--- config.mk ---
export PLATFORM = sky130hd
export DESIGN_NAME = sync_fifo_hs
export DESIGN_NICKNAME = d
export VERILOG_FILES = /design/src/rtl/sync_fifo_hs.sv
export SDC_FILE = /design/constraint.sdc
export NUM_CORES = 1
export LEC_CHECK = 0
export ABC_AREA = 0
export BUFFER_PORTS_ARGS = -buffer_cell sky130_fd_sc_hd__buf_2
export CAP_MARGIN = 20
export CELL_PAD_IN_SITES_DETAIL_PLACEMENT = 1
export CELL_PAD_IN_SITES_GLOBAL_PLACEMENT = 2
export CORE_MARGIN = 3
export CORE_UTILIZATION = 43
export CTS_CLUSTER_DIAMETER = 60
export CTS_CLUSTER_SIZE = 14
export DETAILED_ROUTE_END_ITERATION = 10
export GPL_ROUTABILITY_DRIVEN = 1
export GPL_TIMING_DRIVEN = 0
export PLACE_DENSITY_LB_ADDON = 0.12
export SYNTH_ARGS = -nofsm -noshare
export SYNTH_HDL_FRONTEND = slang
export SYNTH_SLANG_ARGS = --single-unit
--- constraint.sdc ---
create_clock -name clk -period 3.74 [get_ports clk]
set_clock_uncertainty 0.05 [all_clocks]
set_input_delay 0.187 -clock clk [delete_from_list [all_inputs] [get_ports clk]]
set_output_delay 0.187 -clock clk [all_outputs]
set_load 0.01 [all_outputs]
--- src/rtl/sync_fifo_hs.sv ---
module sync_fifo_hs #(
  parameter int DW = 8,
  parameter int AW = 3
) (
  input  logic          clk,
  input  logic          rst_n,
  input  logic          wr_clr,
  input  logic          rd_clr,
  input  logic          wr_en,
  input  logic [DW-1:0] wr_data,
  input  logic          rd_en,
  output logic [DW-1:0] rd_data,
  output logic          full,
  output logic          empty,
  output logic          almost_full,
  output logic          almost_empty,
  output logic [AW:0]   count,
  output logic          wr_ack,
  output logic          wr_rej,
  output logic          rd_ack,
  output logic          rd_rej
);
  localparam int DEPTH = 1 << AW;
  localparam logic [AW:0] CNT_AF = (AW+1)'(DEPTH - 1);
  localparam logic [AW:0] CNT_AE = (AW+1)'(1);

  logic [AW:0]   wptr, rptr;
  logic [DW-1:0] mem [DEPTH];
  logic          clr, wr_go, rd_go;

  assign count        = wptr - rptr;
  assign empty        = (wptr == rptr);
  assign full         = (wptr[AW] != rptr[AW]) && (wptr[AW-1:0] == rptr[AW-1:0]);
  assign almost_full  = (count == CNT_AF);
  assign almost_empty = (count == CNT_AE);

  assign clr   = wr_clr | rd_clr;
  assign wr_go = wr_en & ~full  & ~clr;
  assign rd_go = rd_en & ~empty & ~clr;

  always_ff @(posedge clk or negedge rst_n) begin
    if (!rst_n) begin
      wptr <= '0;
      rptr <= '0;
    end else if (wr_clr && rd_clr) begin
      wptr <= '0;
      rptr <= '0;
    end else if (wr_clr) begin
      wptr <= rptr;
    end else if (rd_clr) begin
      rptr <= wptr;
    end else begin
      if (wr_go) wptr <= wptr + 1'b1;
      if (rd_go) rptr <= rptr + 1'b1;
    end
  end

  always_ff @(posedge clk) begin
    if (wr_go) mem[wptr[AW-1:0]] <= wr_data;
  end

  always_ff @(posedge clk or negedge rst_n) begin
    if (!rst_n) begin
      rd_data <= '0;
    end else if (rd_go) begin
      rd_data <= mem[rptr[AW-1:0]];
    end
  end

  always_ff @(posedge clk or negedge rst_n) begin
    if (!rst_n) begin
      wr_ack <= 1'b0;
      wr_rej <= 1'b0;
      rd_ack <= 1'b0;
      rd_rej <= 1'b0;
    end else begin
      wr_ack <= wr_go;
      wr_rej <= wr_en & full & ~clr;
      rd_ack <= rd_go;
      rd_rej <= rd_en & empty & ~clr;
    end
  end
endmodule

==> results.yml <==
layout:
  layout-drive-gt1-share_pct: 27.88
  fin_util_pct: 51.48
  instances_no_fill: 371
  syn_to_final_growth_pct: 14.58
  diodes: 0
  finalNetCount: 284
  final_area_mm2: 0.004040
grt:
  grt.total_usage_pct: 18.68
  grt_max_degree: 21
  grt_antenna_before_repair: 0
  first_global_vias: 2132
  grt_remaining_overflow: 0
  grt_first_pass_wirelength_mm: 12.10
outcome:
  status: "finished, final reports clean"
floorplanning:
  die_y_um: 96.55
  pin_count: 34
  coreArea_mm2: 0.007848
  die_x_um: 96.55
  row_count: 32
  start_util_pct: 44.93
  die-area_mm2: 0.009322
synthesis:
  synthMuxAreaShare_pct: 13.34
  synth_area_per_cell_um2: 16.17
  yosys.area_share.simple_pct: 6.458
  ys_seq_elements: 84
  synth_cells: 218
  synth_flop_cell: "edfxtp_1"
  synth-xor-area-share_pct: 2.200
  synth_top_area_cell: "edfxtp_1"
  ys_warn_count: 0
  yosysMostFrequentCell: "edfxtp_1"
  synth_compound_area_share_pct: 4.791
  synthArstFlopShare_pct: 23.81
  synth_adder_area_share_pct: 2.342
  syn-num-nets: 238
  netlist_top_cells_area: "edfxtp_1 55%, dfrtp_1 14%, mux4_2 10%, mux2i_1 3.1%, nand2_1 2.0%"
  synthTopCellsByCount: "64 x edfxtp_1, 20 x dfrtp_1, 19 x nand2_1"
  synth_top_family_by_area: "multiplexers"
  synth_top_cell_area_share_pct: 54.51
  synth_cell_type_count: 34
  synth-edff-count: 64
  syn_area_mm2: 0.003526
  yosysSeqAreaShare_pct: 68.70
sta:
  final_max_slew_viol_count: 0
  rsz0062_at_grt: "true"
  worstMarginPinSlew_ns: 1.019
  setup_tns_ns: 0
  fmax_mhz: 278.2
  finalSetupViolations: 0
  post-route-period-util_pct: 96.12
  relSlewSlack_pct: 31.83
  final.setup.worst_slack_ns: 0.1453
  hold_viol: 0
  fin_hold_ws_ns: 0.04294
  period_needed_ns: 3.595
critical_path:
  path_cells: "buf_2 > buf_1 > inv_1 > ha_1 > a41oi_1 > nand2_1 > nor2_1"
  crit_path_max_incr_delay_ns: 0.82
  worstPathRequired_ns: 3.66
  start_kind: "flop"
  critPathArrivalTime_ns: 3.52
  path_class: "reg -> reg"
  worstPathMaxFanout: 10
  endpoint_kind: "flop"
  slowest_stage: "nor2_1"
detailed_routing:
  drc: 0
  drt_wl_total_mm: 7.845
  num_vias: 2011
  viasPerCell: 5.420
  wire_per_inst_um: 21.15
  drt-initial-drc-count: 118
  ant_nets: 0
  dr.pass1.iters: 4
power_and_ir_drop:
  vdd_drop_max_v: 0.0002206
  power_density_mw_per_mm2: 561.0
  p_leak_nw: 1.488
  finalPower_mw: 2.267
cts:
  clockBufferDepth: 2
  cts_setup_buffers: 0
  cts_tree: "done"
  clk_pin_slew_ns: 0.08
  cts_root_buf: "clkbuf_8"
  cts_sinks: 84
  h-tree-depth: 3
  clk_latency_ns: 0.35
  numCtsBuffers: 9
placement:
  gp_congestion: 0.6842
  hpwl_mm: 5.180
  place_worst_setup_slack_ns: 0.1527
  io_buffers: 33
  dp_cells: 354
  postPlaceCellArea_mm2: 0.003829
hold_path:
  hold_class: "in -> reg"
flow_run:
  drv_cap: 0
[path summary, 6_finish.rpt]
path	from	slack [ns]	cells after the start	end
max	rptr[1]	0.15	7	mem[4][4]
min	rd_en	0.04	3	rd_rej
max reg2reg	rptr[1]	0.15	7	mem[4][4]
min reg2reg	rd_data[2]	0.44	2	rd_data[2]
max in group asynchronous	rst_n	2.98	2	rptr[1]
min in group asynchronous	rst_n	0.30	2	rd_data[2]
[cells by family after synthesis]
| kind of cell | Yosys count |
|---|---|
| AOI/OAI and AO/OA | 26 |
| DFF | 84 |
| buffers and inverters | 18 |
| adders and majority gates | 6 |
| muxes | 27 |
| and+or+nand+nor | 49 |
| xor gates and xnor gates | 8 |
[critical path: cells and delay by family (launching register included)]
family	cells	cell delay, ns
DFF	1	0.43
adders and majority gates	1	0.33
AOI/OAI and AO/OA	1	0.33
buffers and inverters	3	1.05
and+or+nand+nor	2	1.02
[placed cells by master (no fill, tap or decap), types with 5 or more instances in the layout]
cell      synthesis  routed
o21ai_0          14      14
mux4_2           16      16
dfrtp_1          20      20
mux2i_1          11      11
inv_1             9       9
nand3_1           6       6
nand2_1          19      19
buf_2             4      38
edfxtp_1         64      64
clkbuf_8          0       9
ha_1              5       5
nor2_1            9       8
[where the power goes]
group	total [mW]	switching [mW]	internal, mW
clock	0.660	0.343	0.317
combinational	0.497	0.282	0.216
sequential	1.11	0.0409	1.07
[sequential cells by signal (all words and copies together) (netlist names)]
register  cells
rd_ack        1
rptr          4
mem          64
wptr          4
wr_ack        1
rd_data       8
rd_rej        1
wr_rej        1
[timing repair]
action                     CTS  global route
hold endpoints to repair    20             0
gates resized for setup      0             1
setup endpoints to repair    0            33
hold buffers                 1             0
[per-layer routing]
layer | global-route usage [%] | vias to the layer above | routed length, um
li1 | - | 919 | -
met1 | 25.76 | 1043 | 3697
met2 | 29.77 | 40 | 3808
met3 | 4.183 | 9 | 250
met4 | 5.724 | 0 | 89
met5 | 0 | - | 0
[layout make-up]
cell class	count	area (um^2)
Inverter	9	33.78
Fill cell	802	3807
Multi-Input combinational cell	116	1035
Clock inverter	6	71.32
Clock buffer	10	127.6
Tap cell	102	127.6
Buffer	9	42.54
Timing Repair Buffer	35	180.2
Sequential cell	84	2422
(Power assumes the default switching activity.)
